--- src/rtl/tw_regport_pkg.sv ---
package tw_regport_pkg;

   localparam int TW_ADDR_W = 8;
   localparam int TW_WORD_W = 24;

   // Counter width able to hold 0 .. bits+1 (one extra value for "too long")
   function automatic int tw_cnt_width(input int bits);
      return $clog2(bits + 2);
   endfunction

endpackage

--- src/rtl/tw_sync_line.sv ---
module tw_sync_line #(
   parameter int   STAGES   = 2,
   parameter logic IDLE_LVL = 1'b1
) (
   input  logic clk,
   input  logic rst_n,
   input  logic d_i,
   output logic q_o
);

   logic [STAGES-1:0] pipe;

   always_ff @(posedge clk or negedge rst_n) begin
      if (!rst_n) pipe <= {STAGES{IDLE_LVL}};
      else        pipe <= {pipe[STAGES-2:0], d_i};
   end

   assign q_o = pipe[STAGES-1];

endmodule

--- src/rtl/tw_frame_engine.sv ---
module tw_frame_engine
   import tw_regport_pkg::*;
#(
   parameter int AW  = TW_ADDR_W,
   parameter int DW  = TW_WORD_W,
   parameter int NWR = 2,
   parameter int NRD = 2,
   parameter logic [NWR*AW-1:0] WR_ADDRS = '0,
   parameter logic [NRD*AW-1:0] RD_ADDRS = '0,
   localparam int FRAME_BITS = AW + DW,
   localparam int CW = tw_cnt_width(FRAME_BITS)
) (
   input  logic              clk,
   input  logic              rst_n,
   input  logic              strb_s,
   input  logic              sclk_s,
   input  logic              sdat_s,
   input  logic [NRD*DW-1:0] stat_i,
   output logic [DW-1:0]     wdata_o,
   output logic [NWR-1:0]    commit_o,
   output logic [AW-1:0]     addr_o,
   output logic [CW-1:0]     nbits_o,
   output logic              tx_bit_o,
   output logic              tx_en_o
);

   logic          strb_d, sclk_d;
   logic          strb_rise, sclk_rise, sclk_fall;
   logic [CW-1:0] nbits;
   logic [AW-1:0] addr_q;
   logic [DW-1:0] data_q;
   logic [DW-1:0] tx_sh;
   logic          tx_en;
   logic          rd_hit;
   logic [DW-1:0] rd_word;

   assign strb_rise = strb_s & ~strb_d;
   assign sclk_rise = sclk_s & ~sclk_d;
   assign sclk_fall = ~sclk_s & sclk_d;

   always_comb begin
      rd_hit  = 1'b0;
      rd_word = '0;
      for (int k = 0; k < NRD; k++) begin
         if (addr_q == RD_ADDRS[k*AW +: AW]) begin
            rd_hit  = 1'b1;
            rd_word = stat_i[k*DW +: DW];
         end
      end
   end

   always_ff @(posedge clk or negedge rst_n) begin
      if (!rst_n) begin
         strb_d <= 1'b1;
         sclk_d <= 1'b1;
         nbits  <= '0;
         addr_q <= '0;
         data_q <= '0;
         tx_sh  <= '0;
         tx_en  <= 1'b0;
      end else begin
         strb_d <= strb_s;
         sclk_d <= sclk_s;
         if (strb_s) begin
            nbits <= '0;
            tx_en <= 1'b0;
         end else begin
            if (sclk_rise) begin
               if (nbits <= CW'(FRAME_BITS)) nbits <= nbits + CW'(1);
               if (nbits < CW'(AW))
                  addr_q <= {sdat_s, addr_q[AW-1:1]};
               else if (nbits < CW'(FRAME_BITS))
                  data_q <= {sdat_s, data_q[DW-1:1]};
            end
            if (sclk_fall) begin
               if (nbits == CW'(AW) && rd_hit) begin
                  tx_sh <= rd_word;
                  tx_en <= 1'b1;
               end else if (tx_en) begin
                  tx_sh <= tx_sh >> 1;
               end
            end
         end
      end
   end

   for (genvar g = 0; g < NWR; g++) begin : g_commit
      assign commit_o[g] = strb_rise && (nbits == CW'(FRAME_BITS)) &&
                           (addr_q == WR_ADDRS[g*AW +: AW]);
   end

   assign wdata_o  = data_q;
   assign addr_o   = addr_q;
   assign nbits_o  = nbits;
   assign tx_bit_o = tx_sh[0];
   assign tx_en_o  = tx_en;

endmodule

--- src/rtl/tw_ctrl_bank.sv ---
module tw_ctrl_bank #(
   parameter int DW   = 24,
   parameter int NREG = 2,
   parameter logic [NREG*DW-1:0] RST_VALS = '0
) (
   input  logic              clk,
   input  logic              rst_n,
   input  logic [NREG-1:0]   load_i,
   input  logic [DW-1:0]     wdata_i,
   output logic [NREG*DW-1:0] regs_o
);

   for (genvar g = 0; g < NREG; g++) begin : g_reg
      logic [DW-1:0] r;
      always_ff @(posedge clk or negedge rst_n) begin
         if (!rst_n)        r <= RST_VALS[g*DW +: DW];
         else if (load_i[g]) r <= wdata_i;
      end
      assign regs_o[g*DW +: DW] = r;
   end

endmodule

--- src/rtl/tw_regport.sv ---
module tw_regport
   import tw_regport_pkg::*;
#(
   parameter int          AW          = TW_ADDR_W,
   parameter int          DW          = TW_WORD_W,
   parameter int          SYNC_STAGES = 2,
   parameter logic [AW-1:0] WR0_ADDR  = 8'hD0,
   parameter logic [AW-1:0] WR1_ADDR  = 8'hD2,
   parameter logic [AW-1:0] RD0_ADDR  = 8'hD1,
   parameter logic [AW-1:0] RD1_ADDR  = 8'hD3,
   parameter logic [DW-1:0] CTRL0_RST = 24'h0F0000,
   parameter logic [DW-1:0] CTRL1_RST = 24'h000000,
   localparam int FRAME_BITS = AW + DW,
   localparam int CW = tw_cnt_width(FRAME_BITS)
) (
   input  logic          clk,
   input  logic          rst_n,
   input  logic          strobe_i,
   input  logic          sclk_i,
   input  logic          sdata_i,
   output logic          sdata_o,
   output logic          sdata_oe,
   output logic [DW-1:0] ctrl0_o,
   output logic [DW-1:0] ctrl1_o,
   input  logic [DW-1:0] stat0_i,
   input  logic [DW-1:0] stat1_i
);

   if (SYNC_STAGES < 2) begin : g_bad_sync
      $error("tw_regport: SYNC_STAGES must be at least 2");
   end
   if (AW < 2 || DW < 2) begin : g_bad_width
      $error("tw_regport: address and word widths must be at least 2");
   end

   logic [2:0]      raw_lines, sync_lines;
   logic            strb_lvl;
   logic [1:0]      commit;
   logic [AW-1:0]   addr_q;
   logic [CW-1:0]   nbits;
   logic [DW-1:0]   wdata;
   logic [2*DW-1:0] regs;

   assign raw_lines = {sdata_i, sclk_i, strobe_i};

   for (genvar g = 0; g < 3; g++) begin : g_sync
      tw_sync_line #(.STAGES(SYNC_STAGES), .IDLE_LVL(1'b1)) i_sync (
         .clk   (clk),
         .rst_n (rst_n),
         .d_i   (raw_lines[g]),
         .q_o   (sync_lines[g])
      );
   end

   assign strb_lvl = sync_lines[0];

   tw_frame_engine #(
      .AW       (AW),
      .DW       (DW),
      .NWR      (2),
      .NRD      (2),
      .WR_ADDRS ({WR1_ADDR, WR0_ADDR}),
      .RD_ADDRS ({RD1_ADDR, RD0_ADDR})
   ) i_engine (
      .clk      (clk),
      .rst_n    (rst_n),
      .strb_s   (strb_lvl),
      .sclk_s   (sync_lines[1]),
      .sdat_s   (sync_lines[2]),
      .stat_i   ({stat1_i, stat0_i}),
      .wdata_o  (wdata),
      .commit_o (commit),
      .addr_o   (addr_q),
      .nbits_o  (nbits),
      .tx_bit_o (sdata_o),
      .tx_en_o  (sdata_oe)
   );

   tw_ctrl_bank #(
      .DW       (DW),
      .NREG     (2),
      .RST_VALS ({CTRL1_RST, CTRL0_RST})
   ) i_bank (
      .clk     (clk),
      .rst_n   (rst_n),
      .load_i  (commit),
      .wdata_i (wdata),
      .regs_o  (regs)
   );

   assign ctrl0_o = regs[DW-1:0];
   assign ctrl1_o = regs[2*DW-1:DW];

endmodule

--- config.mk ---
export PLATFORM = sky130hd
export DESIGN_NAME = tw_regport
export DESIGN_NICKNAME = d
export VERILOG_FILES = /design/src/rtl/tw_regport_pkg.sv /design/src/rtl/tw_sync_line.sv /design/src/rtl/tw_frame_engine.sv /design/src/rtl/tw_ctrl_bank.sv /design/src/rtl/tw_regport.sv
export SDC_FILE = /design/constraint.sdc
export NUM_CORES = 1
export LEC_CHECK = 0
export ABC_AREA = 0
export BUFFER_PORTS_ARGS = -buffer_cell sky130_fd_sc_hd__buf_2
export CORE_ASPECT_RATIO = 0.8
export CORE_MARGIN = 8
export CORE_UTILIZATION = 28
export CTS_CLUSTER_DIAMETER = 80
export DETAILED_ROUTE_END_ITERATION = 12
export PLACE_DENSITY = 0.49
export SYNTH_ARGS = -nofsm -noshare
export SYNTH_HDL_FRONTEND = slang
export SYNTH_SLANG_ARGS = --single-unit
--- constraint.sdc ---
create_clock -name clk -period 2.6 [get_ports clk]
set_input_delay 0.13 -clock clk [delete_from_list [all_inputs] [get_ports clk]]
set_output_delay 0.13 -clock clk [all_outputs]
set_load 0.02 [all_outputs]
== Word-level counts from Yosys, hierarchy flattened ==
Index checks and enable logic that the tools add are counted.
Widths: inputs -> output; s select.

* Add/sub/neg operators: 1
* Bitwise gates (word level): 8
* Reduce and logical (&&, ||, !) cells: 14
* Equal/unequal tests: 6
* Multiplexer cells: 12
* Order comparisons: 3

{| class="wikitable"
|+ Operators by type and width
! kind !! count
|-
| $mux 24 || 4
|-
| $eq 8x8->1 const B || 4
|-
| $mux 6 || 3
|-
| $reduce_bool 2->1 || 5
|-
| $add 6x1->6 const B || 1
|-
| $eq 6x4->1 const B || 1
|-
| $eq 6x6->1 const B || 1
|-
| $le 6x6->1 const B || 1
|-
| $lt 6x4->1 const B || 1
|-
| $lt 6x6->1 const B || 1
|-
| $reduce_and 3->1 || 2
|-
| $mux 1 || 5
|-
| $not 1->1 || 5
|-
| $logic_and 1x1->1 || 4
|-
| $reduce_and 2->1 || 2
|-
| $reduce_and 4->1 || 1
|-
| $and 1x1->1 || 3
|}

* Logic and storage cells: 56
* Flip-flop bits (word level): 119

== Depth between registers and ports, before layout ==
* Depth after elaboration: 7
* Mapped depth: 8

== Cells and area by module ==
A second synthesis with hierarchy kept.

* Cells, all modules: 367
* Area total of the unflattened synthesis: 5243.8 µm²

{| class="wikitable"
|+ Modules (own cells, without submodules)
! module !! area an instance (µm²) !! sequential area each (µm²) !! instances !! cells each
|-
| tw_frame_engine || 3086.7 || 1629.1 || 1 || 259
|-
| tw_ctrl_bank || 1999.4 || 1206.2 || 1 || 102
|-
| tw_sync_line || 52.6 || 52.6 || 3 || 2
|}

== Least setup slack after synthesis ==
OpenSTA, ideal clock, no wires.

* Kind: register -> register
* Start: reg i_engine.nbits[1], in the netlist i_engine.nbits_o[1]
* End: reg i_bank.g_reg[0].r[10]
* Setup time: 127 ps
* Arrival: 1657 ps
* Setup slack: 815 ps
* Stages on the path, launching flop included: 7
* Required time: 2473 ps
* Cells stage by stage: dfrtp_1 > nor4b_2 > and4b_1 > and3b_1 > buf_4 > buf_6 > mux2_1

* Cells in the longest elaborated chain, start to end: 3

{| class="wikitable"
|+ RTL lines
! element !! RTL line !! RTL
|-
| start: declaration || tw_frame_engine.sv:29 || <nowiki>logic [CW-1:0] nbits;</nowiki>
|-
| start signal: assignment || tw_frame_engine.sv:69 || <nowiki>if (nbits <= CW'(FRAME_BITS)) nbits <= nbits + CW'(1);</nowiki>
|-
| $eq 6x6->1 || tw_frame_engine.sv:88 || <nowiki>assign commit_o[g] = strb_rise && (nbits == CW'(FRAME_BITS)) &&</nowiki>
|-
| $logic_and 1x1->1 (2 in a row) || tw_frame_engine.sv:88 ||
|-
| end signal: assignment || tw_ctrl_bank.sv:16 || <nowiki>if (!rst_n) r <= RST_VALS[g*DW +: DW];</nowiki>
|-
| end signal: assignment || tw_ctrl_bank.sv:17 || <nowiki>else if (load_i[g]) r <= wdata_i;</nowiki>
|-
| end: declaration || tw_ctrl_bank.sv:14 || <nowiki>logic [DW-1:0] r;</nowiki>
|}

No other way between the ends.
A chain may end at the register's enable or synchronous reset.

== Worst setup path in the final report ==
* Start: reg i_engine.nbits[5], in the netlist i_engine.nbits_o[5]
* End: reg i_bank.g_reg[0].r[0]

The elaborated chain is that of the path after synthesis.

==> PnR_summary.wiki <==
{| class="wikitable"
! Metric !! Value
|-
| Filler cells || 1,722
|-
| TritonCTS Buffers || 17
|-
| Number of global-route vias before repair || 3,741
|-
| Most used flip-flop cell after synthesis || dfrtp_1
|-
| Share of final-layout standard cells stronger than drive strength 1 || 41.4%
|-
| Diode insertion count for antenna repair || 0
|-
| Final setup skew || 0.0114 ns
|-
| Post CTS Setup Buffer Count || 0
|-
| Sum of internal, switching and leakage power || 4.33 mW
|-
| Chip width || 166 µm
|-
| Max rail drop VDD || roughly 0.3 mV
|-
| Result of the run || completed
|-
| Number of clock sinks seen by CTS || 119
|-
| Total count of hold-check failures in the final report || 0
|-
| Number of flip-flops and latches in the synthesized netlist || around 120
|-
| Cell-internal power || between 3 and 4 mW
|-
| Worst path slowest cell || dfrtp_1
|-
| TNS Setup || 0 ns
|-
| Seq pwr share || between 40% and 50%
|-
| Routed met3 length || 538 µm
|-
| Worst-case setup slack after placement || between 0.5 and 0.6 ns
|-
| Logic depth of the worst register-to-register path || 5
|-
| Unrepaired setup endpoints after global routing || false
|-
| Count of antenna-violating nets left after detailed routing || 0
|-
| Longest Clk Path Bufs || 2
|-
| CP peak stage delay || 0.47 ns
|-
| Initial detailed-routing violation count || 166
|-
| Startpoint of the most critical setup path || i_engine.nbits_o[5]
|-
| DRT Pass-1 Iters || 4
|-
| Most common library cell in the layout ignoring fill and taps || dfrtp_1
|-
| Total vias in the final route || between 3,000 and 4,000
|-
| Synthesized instance count || ~360
|-
| CP required || 2.89 ns
|-
| Number of enable-type register cells in the synthesized netlist || 0
|-
| Routed length on met2 || 5610 µm
|-
| Count of maximum capacitance violations || 0
|-
| Post-layout net count || between 500 and 600
|-
| Die Footprint || 22,600 µm²
|-
| Placeable core area || 17,900 µm²
|-
| Worst-margin pin slew || 0.675 ns
|-
| Count of warnings emitted by yosys || 0
|-
| Vias per std cell || 4.61
|-
| Post-route DRC violation count || 0
|-
| Min-Delay Path Depth || 3
|-
| Latest clock arrival within the worst-skew pair || 0.41 ns
|-
| Power density over the cells || 659 nW/µm²
|-
| Avg Synthesized Cell Area || 13.9 µm²
|-
| Startpoint of the lowest-slack register-to-register path || i_engine.nbits_o[5]
|-
| Post-route clock period utilization || 78.8%
|-
| Worst R2R Setup Slack || 0.55 ns
|-
| Global Route Usage Sum || 10.9%
|-
| Arrival time worst endpoint || 2.33 ns
|-
| Fraction of synthesis flops using an asynchronous set or reset pin || 100%
|-
| Drt wl/cell || 15.8 µm
|-
| Rows || 44
|-
| Net Count, Synth || 418
|-
| Clock slew at reported path FFs || 0.05 ns
|-
| Area growth from synthesis to final layout || 30.3%
|-
| Initial standard-cell utilization of the core || 28.2%
|-
| Total Wirelength || 11,700 µm
|-
| Cell breakdown of the critical path || nor4b_2 -> and4b_1 -> and3b_1 -> buf_4 -> mux2_2
|-
| Number of H-tree levels || 4
|-
| Endpoint of the lowest-slack register-to-register path || i_bank.g_reg[0].r[0]
|-
| Boundary pin count || 103
|-
| Routed met1 length || between 5000 and 6000 µm
|-
| Global-route wire length before repair || 19,500 µm
|-
| Sequential fraction of the synthesis area || 59.3%
|-
| Number of pins exceeding their max-slew limit in the final report || 0
|-
| Nature of the critical path startpoint || flop
|-
| Final period demand of the worst path || 2.05 ns
|-
| Half-perimeter wire length after placement || 7740 µm
|-
| Max Clock Freq || 488 MHz
|-
| Top routing layer in use || met4
|-
| Congestion Overflow GR || 0
|-
| Type of element capturing the critical path || flop
|-
| Clock share of power || 49.3%
|-
| Die height || 136 µm
|-
| Distinct cell type count of the synthesized netlist || 41
|-
| Top cell family by delay on the critical path || simple AND/OR/NAND/NOR gates
|-
| Setup Viol. Count Final || 0
|-
| Summed instance area of the synthesized netlist || ~5000 µm²
|-
| Root Buffer || clkbuf_16
|-
| Relative slew slack || 55.0%
|-
| Net switching fraction of the power || 21.5%
|-
| Net switching power || 0.931 mW
|-
| Highest-count cells in the layout ignoring fill and taps || dfrtp_1 (107), buf_2 (101), mux2_2 (57)
|-
| TritonCTS clock tree || yes
|-
| Number of port buffers || 102
|-
| Hold path endpoint || i_engine.tx_sh[23]
|-
| CP Max Fanout || 24
|-
| Placer congestion estimate || approximately 0.7
|-
| Pin count of the biggest net entering global routing || 53
|-
| Startpoint-to-endpoint class of the critical path || flop to flop
|-
| Worst hold path startpoint || stat0_i[23]
|-
| Final WS setup || approximately 0.55 ns
|-
| Power share of the combinational group || about 5%
|-
| Buffers & Inverters on Critical Path || 1
|-
| Leak Pwr || approximately 3.4 nW
|-
| Class of the most critical hold timing path || input port to flop
|-
| Initial antenna violation count || 0
|}
==> flip-flops by register name, indices dropped and copies added (netlist names) <==
signal              count
i_bank.g.r             48
i_engine.sclk_d         1
i_engine.nbits_o        6
i_engine.addr_o         8
i_engine.strb_d         1
i_engine.tx_sh         24
i_engine.wdata_o       24
i_engine.tx_en_o        1
g_sync.i_sync.pipe      6
==> stage by stage <==
step           area (µm²)  utilization, %  std cells  hold slack (ns)
2_1_floorplan        5050               -        363           -0.166
3_3_place_gp         5770            32.3        681            0.212
3_5_place_dp         5770            32.3        681            0.223
4_1_cts              6580            36.7        740           0.0267
5_1_grt              6580            36.7        740           0.0743
6_report             6580            36.7        740           0.0409
==> metal layers <==
layer  up-vias  track usage, %
li1       1574               -
met1      1755            13.3
met2        64            17.2
met3        16            3.66
met4         0            5.19
met5         -               0
==> kinds of logic (layout without fill, tap and decap cells) <==
group | after synthesis | after routing | synth area share (%)
DFF | 119 | 119 | 59.3
muxes | 104 | 104 | 22.6
adders and majority gates | 2 | 2 | 0.496
xor gates and xnor gates | 2 | 2 | 0.347
buffers and inverters | 25 | 172 | 3.17
AOI/OAI and AO/OA | 35 | 35 | 6.20
and+or+nand+nor | 76 | 76 | 7.86
==> worst max path at each step <==
stage                                  endpoint  slack (ns)  cells after the start
after floorplan           i_bank.g_reg[0].r[10]        0.82                      6
after global placement        i_engine.tx_sh[7]        0.56                      7
after detailed placement   i_bank.g_reg[0].r[0]        0.57                      5
after CTS                  i_bank.g_reg[0].r[0]        0.55                      5
after global routing         i_engine.tx_sh[22]        0.41                      7
final                      i_bank.g_reg[0].r[0]        0.55                      5
==> power groups by stage <==
stage | logic, mW | registers, mW | clock network, mW
2_1_floorplan | 0.107 | 1.98 | 0
3_3_place_gp | 0.185 | 2.01 | 0
3_5_place_dp | 0.190 | 2.01 | 0
4_1_cts | 0.223 | 1.98 | 2.22
5_1_grt | 0.241 | 1.99 | 2.30
6_report | 0.216 | 1.98 | 2.14
==> worst register-to-register path: cells and delay by family (launching register included) <==
kind                   cells  cell delay (ns)
flip-flops                 1             0.47
AND/OR/NAND/NOR            3             0.74
multiplexers               1             0.38
buffers and inverters      1             0.35
==> synthesized netlist by cell type, types with 2 or more instances <==
master | instances | area [µm²]
mux2_1 | 23 | 259
o21ai_0 | 3 | 15.0
mux2i_1 | 24 | 240
buf_6 | 7 | 78.8
dfrtp_1 | 107 | 2680
a21oi_1 | 3 | 15.0
ha_1 | 2 | 25.0
mux2_2 | 57 | 642
nand4b_1 | 2 | 17.5
inv_1 | 4 | 15.0
dfstp_2 | 12 | 315
a221o_1 | 23 | 230
nand2_1 | 49 | 184
nor2_1 | 5 | 18.8
nand3_1 | 3 | 15.0
buf_2 | 8 | 40.0
and4bb_2 | 2 | 25.0
nor4b_2 | 2 | 30.0
clkbuf_1 | 5 | 18.8
==> cell type report <==
cell class,count,area [µm²],area share (%)
sequential,119,2990,45.5
timing repair buffer,136,848,12.9
clock inverter,4,47.5,0.723
inverter,4,15.0,0.228
tap,230,288,4.38
clock buffer,28,487,7.40
multi-input combinational,219,1900,28.8
==> repair_timing <==
item | in CTS | in global routing
setup endpoints to repair | 0 | 0
hold buffers | 27 | 0
endpoints found under the hold margin | 67 | 0
gates resized for setup | 0 | 0
No activity file was read; power rests on OpenSTA's default activity.
